--- src/rtl/xac_pkg.sv ---
package xac_pkg;

    localparam int CTRL_W   = 48;
    localparam int CB_HPRIV = 0;
    localparam int CB_RED   = 1;
    localparam int CB_PRIV  = 2;
    localparam int CB_AMASK = 3;
    localparam int CB_IMMU  = 4;
    localparam int CB_DMMU  = 5;
    localparam int PART_LSB = 8;
    localparam int PART_W   = 8;
    localparam int TL_LSB   = 16;
    localparam int TL_W     = 3;
    localparam int PCTX_LSB = 32;

    typedef enum logic [2:0] {
        FLT_NONE  = 3'd0,
        FLT_ALIGN = 3'd1,
        FLT_RANGE = 3'd2,
        FLT_MISS  = 3'd3,
        FLT_PROT  = 3'd4,
        FLT_NOFLT = 3'd5,
        FLT_PRIV  = 3'd6,
        FLT_RMISS = 3'd7
    } fault_e;

    typedef enum logic [1:0] {
        MODE_BYPASS = 2'd0,
        MODE_REAL   = 2'd1,
        MODE_VIRT   = 2'd2
    } xmode_e;

    typedef enum logic {
        S_IDLE = 1'b0,
        S_RESP = 1'b1
    } state_e;

endpackage

--- src/rtl/xac_decode.sv ---
module xac_decode
    import xac_pkg::*;
#(
    parameter int VA_W      = 64,
    parameter int IMPL_VA_W = 48,
    parameter int CTX_W     = 13
) (
    input  logic [CTRL_W-1:0] ctrl,
    input  logic              is_fetch,
    input  logic [1:0]        size,
    input  logic [VA_W-1:0]   va,
    output xmode_e            mode,
    output logic [VA_W-1:0]   va_eff,
    output logic              misalign,
    output logic              out_of_range,
    output logic              user_mode,
    output logic [CTX_W-1:0]  ctx,
    output logic [PART_W-1:0] part
);
    localparam int TOP_W = VA_W - IMPL_VA_W + 1;

    logic hpriv, red, immu_on, dmmu_on, amask;
    logic [3:0] size_mask;
    logic [TOP_W-1:0] top_bits;
    logic unused_ctrl_bits;

    assign hpriv   = ctrl[CB_HPRIV];
    assign red     = ctrl[CB_RED];
    assign amask   = ctrl[CB_AMASK];
    assign immu_on = ctrl[CB_IMMU];
    assign dmmu_on = ctrl[CB_DMMU];
    assign user_mode = ~ctrl[CB_PRIV];
    assign unused_ctrl_bits = ^{ctrl[7:6], ctrl[PCTX_LSB-1:TL_LSB+TL_W],
                                ctrl[CTRL_W-1:PCTX_LSB+CTX_W]};

    // Translation mode selection
    always_comb begin
        if (is_fetch) begin
            if (hpriv || red)      mode = MODE_BYPASS;
            else if (!immu_on)     mode = MODE_REAL;
            else                   mode = MODE_VIRT;
        end else begin
            if (hpriv)                 mode = MODE_BYPASS;
            else if (!dmmu_on && !red) mode = MODE_REAL;
            else                       mode = MODE_VIRT;
        end
    end

    // 32-bit address masking
    generate
        if (VA_W > 32) begin : g_mask
            assign va_eff = amask ? {{(VA_W-32){1'b0}}, va[31:0]} : va;
        end else begin : g_nomask
            assign va_eff = va;
        end
    endgenerate

    assign size_mask    = (4'd1 << size) - 4'd1;
    assign misalign     = |(va[2:0] & size_mask[2:0]);
    assign top_bits     = va_eff[VA_W-1 -: TOP_W];
    assign out_of_range = (|top_bits) && !(&top_bits);

    assign ctx  = (ctrl[TL_LSB +: TL_W] != '0) ? '0 : ctrl[PCTX_LSB +: CTX_W];
    assign part = ctrl[PART_LSB +: PART_W];

endmodule

--- config.mk ---
export PLATFORM = sky130hd
export DESIGN_NAME = xac_decode
export DESIGN_NICKNAME = d
export VERILOG_FILES = /design/src/rtl/xac_pkg.sv /design/src/rtl/xac_decode.sv
export SDC_FILE = /design/constraint.sdc
export NUM_CORES = 1
export LEC_CHECK = 0
export BUFFER_PORTS_ARGS = -buffer_cell sky130_fd_sc_hd__buf_2
export CAP_MARGIN = 25
export CORE_AREA = 2 2 80 82
export DETAILED_ROUTE_END_ITERATION = 8
export DIE_AREA = 0 0 82 84
export PLACE_DENSITY_LB_ADDON = 0.3
export SYNTH_ARGS = -nofsm -noshare
export SYNTH_HDL_FRONTEND = slang
export SYNTH_SLANG_ARGS = --single-unit
--- constraint.sdc ---
create_clock -name vclk -period 2.55
set_input_delay 0.51 -clock vclk [all_inputs]
set_output_delay 0.51 -clock vclk [all_outputs]
set_load 0.02 [all_outputs]
After elaboration in Yosys (flattened, before gate mapping)
Index checks and enable logic that the tools add are counted.
{"block": "totals", "input_bits": 115, "word_cells": 21, "ram_bits": 0, "reg_bits": 0, "latch_bits": 0, "mem_count": 0, "output_inout_bits": 90, "romBits": 0}
{"block": "op_classes", "n_addsub": 1, "reduce_logical": 10, "mux": 7, "n_bitwise": 2, "eq_ne": 0, "magnitude_cmp": 0, "shifts": 1, "n_div": 0, "multipliers": 0}
{"op": "64-bit 2-to-1 mux", "count": 1}
{"op": "17-bit AND reduction", "count": 1}
{"op": "17-bit OR reduction", "count": 1}
{"op": "13-bit 2-to-1 mux", "count": 1}
{"op": "2-bit 2-to-1 mux", "count": 5}
{"op": "3-bit bitwise AND", "count": 1}
{"op": "1-bit logical NOT", "count": 3}
{"op": "3-bit nonzero test", "count": 1}
{"op": "3-bit OR reduction", "count": 1}
{"op": "1-bit by 2-bit << shifter with 3-bit output, first input constant", "count": 1}
{"op": "3-bit by 1-bit subtractor with 3-bit output, second input constant", "count": 1}
{"op": "1-bit logical AND", "count": 2}
{"op": "1-bit logical OR", "count": 1}
{"op": "1-bit NOT", "count": 1}

Depth between registers and ports, before layout
{"block": "depth", "depth_word": 5, "depth_mapped": 4, "mapped_depth_nobuf": 4}

Worst setup path after synthesis
OpenSTA, ideal clock, no wires.
{"block": "synth_timing", "path_kind": "input -> output", "from": "in ctrl[5]", "to": "out mode[0]", "path_slack_ns": 0.300, "arrival_ns": 1.740, "stages": 2, "path_buffers": 0, "required_time_ns": 2.040, "cell_sequence": "nor2b_1 -> a2111oi_0"}
{"block": "synth_between", "elab_chain_len": 5}
{"element": "start, declared", "line_no": "xac_decode.sv:8", "text": "input logic [CTRL_W-1:0] ctrl,"}
{"element": "1-bit logical NOT", "line_no": "xac_decode.sv:44", "text": "else if (!dmmu_on && !red) mode = MODE_REAL;"}
{"element": "1-bit logical AND", "line_no": "xac_decode.sv:44"}
{"element": "2-bit 2-to-1 mux", "line_no": "xac_decode.sv:44"}
{"element": "2-bit 2-to-1 mux", "line_no": "xac_decode.sv:43", "text": "if (hpriv) mode = MODE_BYPASS;"}
{"element": "2-bit 2-to-1 mux", "line_no": "xac_decode.sv:38", "text": "if (is_fetch) begin"}
{"element": "end, declared", "line_no": "xac_decode.sv:12", "text": "output xmode_e mode,"}
No other way between the ends.

Worst setup path after layout
{"block": "layout_timing", "from": "in va[58]", "to": "out out_of_range"}
{"block": "layout_between", "elab_chain_len": 4, "word_cells_on_any_way": 5, "classes_between": "1 x mux; 4 x reduce/logical"}
{"element": "start, declared", "line_no": "xac_decode.sv:11", "text": "input logic [VA_W-1:0] va,"}
{"element": "64-bit 2-to-1 mux *", "line_no": "xac_decode.sv:52", "text": "assign va_eff = amask ? {{(VA_W-32){1'b0}}, va[31:0]} : va;"}
{"element": "17-bit AND reduction", "line_no": "xac_decode.sv:61", "text": "assign out_of_range = (|top_bits) && !(&top_bits);"}
{"element": "1-bit logical NOT", "line_no": "xac_decode.sv:61"}
{"element": "1-bit logical AND *", "line_no": "xac_decode.sv:61"}
{"element": "end, declared", "line_no": "xac_decode.sv:15", "text": "output logic out_of_range,"}
Mark *: on every way between the ends. The rest lies on a longest branch, timed or not.

==> flow_metrics.py <==
metrics = {
    "floorplan": {
        "io_pins": 205,
        "core-area_mm2": 0.00610,
        "rows": 29,
        "die-area_mm2": 0.00689,
        "die_w_um": 82,
        "die_h_um": 84,
        "initial_utilization_pct": 12.3,
    },
    "synth": {
        "synthTopCellsByCount": "40 x buf_4, 32 x nor2b_1, 13 x and2_1, 5 x nor4_1",
        "synthMostInstantiatedCell": "buf_4",
        "synth_area_um2": 749,
        "synth_top_area_share_pct": 40.1,
        "synth_cell_types": 20,
        "synthTopCellsByArea": "buf_4 40%, nor2b_1 27%, and2_1 11%",
        "avgSynthCellArea_um2": 6.57,
        "synth_nets": 229,
        "synth_warnings": 0,
        "syn_inst": 114,
        "yosys.area.top_type": "buf_4",
        "seq_area_frac_synth_pct": 0,
    },
    "sta": {
        "setup_tns_ps": 0,
        "final-setup-viol-count": 0,
        "slew_viol_final": 0,
        "rsz0062_at_grt": "false",
        "hold_viol_final": 0,
        "period_minus_slack_ps": 2070,
        "fmax_mhz": 484,
        "relSlewSlack_pct": 60.6,
        "worst_pin_slew_ps": 591,
        "timing.final.crit_share_pct": 81.0,
    },
    "drt": {
        "wl_met2_mm": 1.28,
        "routed_wl_mm": 2.73,
        "vias_per_cell": 3.73,
        "drtPass1Iterations": 4,
        "drt_iter0_markers": 9,
        "wl_met3_um": 497,
        "drtAntennaViolNets": 0,
        "vias": 970,
        "wl_per_cell_um": 10.5,
        "top_layer": "met4",
        "met1_length_um": 817,
        "drc": 0,
    },
    "clocking": {
        "hold_buffers": 0,
        "cts_setup_buffers": 0,
        "cts-resized-gates": 0,
    },
    "layout": {
        "fillCellCount": 729,
        "final_cells": 260,
        "areaGrowthSynthToFinish_pct": 45.6,
        "clkbuf_count": 0,
        "drive_above_1_share_pct": 62.8,
        "seq_area_um2": 0,
        "final_area_mm2": 0.00109,
        "nFlopsAndLatches": 0,
        "final_nets": 300,
        "diodes": 0,
    },
    "grt": {
        "antenna_found_initial": 0,
        "grt_remaining_overflow": 0,
        "grt_pass1_wl_mm": 3.73,
        "grt_max_degree": 34,
        "grt_usage_pct": 6.79,
        "grt_pass1_vias": 792,
    },
    "power_and_ir_drop": {
        "p_leak_nw": 0.640,
        "peakVddDrop_v": 0.0000481,
        "fin_total_pwr_mw": 0.181,
        "p_per_area_mw_per_mm2": 166,
    },
    "setup_path": {
        "startpoint_type": "input port",
        "arrival_ps": 1560,
        "path_max_fanout": 3,
        "cp.required_ps": 2040,
        "cpPeakStageDelay_ps": 360,
        "cp_slowest_cell": "nor4_1",
        "crit_path_end_kind": "output port",
        "path_cells": "buf_2, nor4_1, nand4_1, nor4_1, nor3_1, buf_2",
        "critical_path_class": "input port to output port",
    },
    "placed_design": {
        "io_buffer_count": 113,
        "post-place-cells": 260,
        "gp_congestion": 0.638,
        "dpl_cell_area_mm2": 0.00109,
        "dpl.hpwl_mm": 2.50,
    },
    "run_status": {
        "status": "finished, final reports clean",
    },
    "job": {
        "cap_viol_max_count": 0,
    },
    "min_path": {
        "hold-path-cell-count": 0,
        "hold_path.class": "input port to output port",
    },
}
-- where the power goes --
part           switching [mW]  internal [mW]  leakage [nW]
Clock                       0              0             0
Combinational           0.103         0.0786         0.640
Sequential                  0              0             0
Total                   0.103         0.0786         0.640
-- cell usage in the layout, fill, tap and decap left out --
| cell type | Yosys | final |
|---|---|---|
| nand4_1 | 3 | 3 |
| nor3_1 | 1 | 1 |
| a21oi_1 | 1 | 1 |
| nor2_1 | 3 | 3 |
| and4_1 | 1 | 1 |
| o21ai_0 | 2 | 2 |
| buf_2 | 1 | 113 |
| inv_1 | 2 | 2 |
| nand2_1 | 1 | 1 |
| nor2b_1 | 32 | 32 |
| a2111oi_0 | 1 | 1 |
| nor2b_2 | 1 | 1 |
| nor4_1 | 5 | 5 |
| o22a_1 | 1 | 1 |
| nor3_2 | 1 | 1 |
| and2_1 | 13 | 13 |
| nand3_1 | 2 | 2 |
-- cells by family (layout without fill, tap and decap cells) --
group | count (synthesis) | after routing | synth area share (%)
and+or+nand+nor | 63 | 63 | 51.9
buffers and inverters | 46 | 115 | 43.7
AOI/OAI and AO/OA | 5 | 5 | 4.34
-- area by class of cell --
type | count | area (um^2) | area share (%)
timing repair buffer | 113 | 566 | 51.8
multi-input combinational | 68 | 422 | 38.6
inverter | 2 | 7.51 | 0.688
tap | 77 | 96.3 | 8.83
-- worst max-delay path: cells and delay by family --
kind,cells,cell delay (ps)
buf+inv,2,300
simple gates,4,760
-- worst paths after layout --
check	start	endpoint	slack [ps]
hold / removal	va[17]	va_eff[17]	1020
setup / recovery	va[58]	out_of_range	480
-- stage by stage --
stage / hold slack (ps) / utilization, % / setup WS, ps
2_1_floorplan: 1100 / - / 300
5_1_grt: 1020 / 17.9 / 275
6_report: 1020 / 17.9 / 484
4_1_cts: 1020 / 17.9 / 391
3_5_place_dp: 1020 / 17.9 / 391
3_3_place_gp: 1020 / 17.9 / 394
-- routing by layer --
layer  vias up  GRT usage [%]
met5         -              0
met4         0           3.03
met3        24           1.95
met2        90           13.7
met1       390           5.71
li1        466              -
Note: power is estimated with default switching activity, not from simulation.
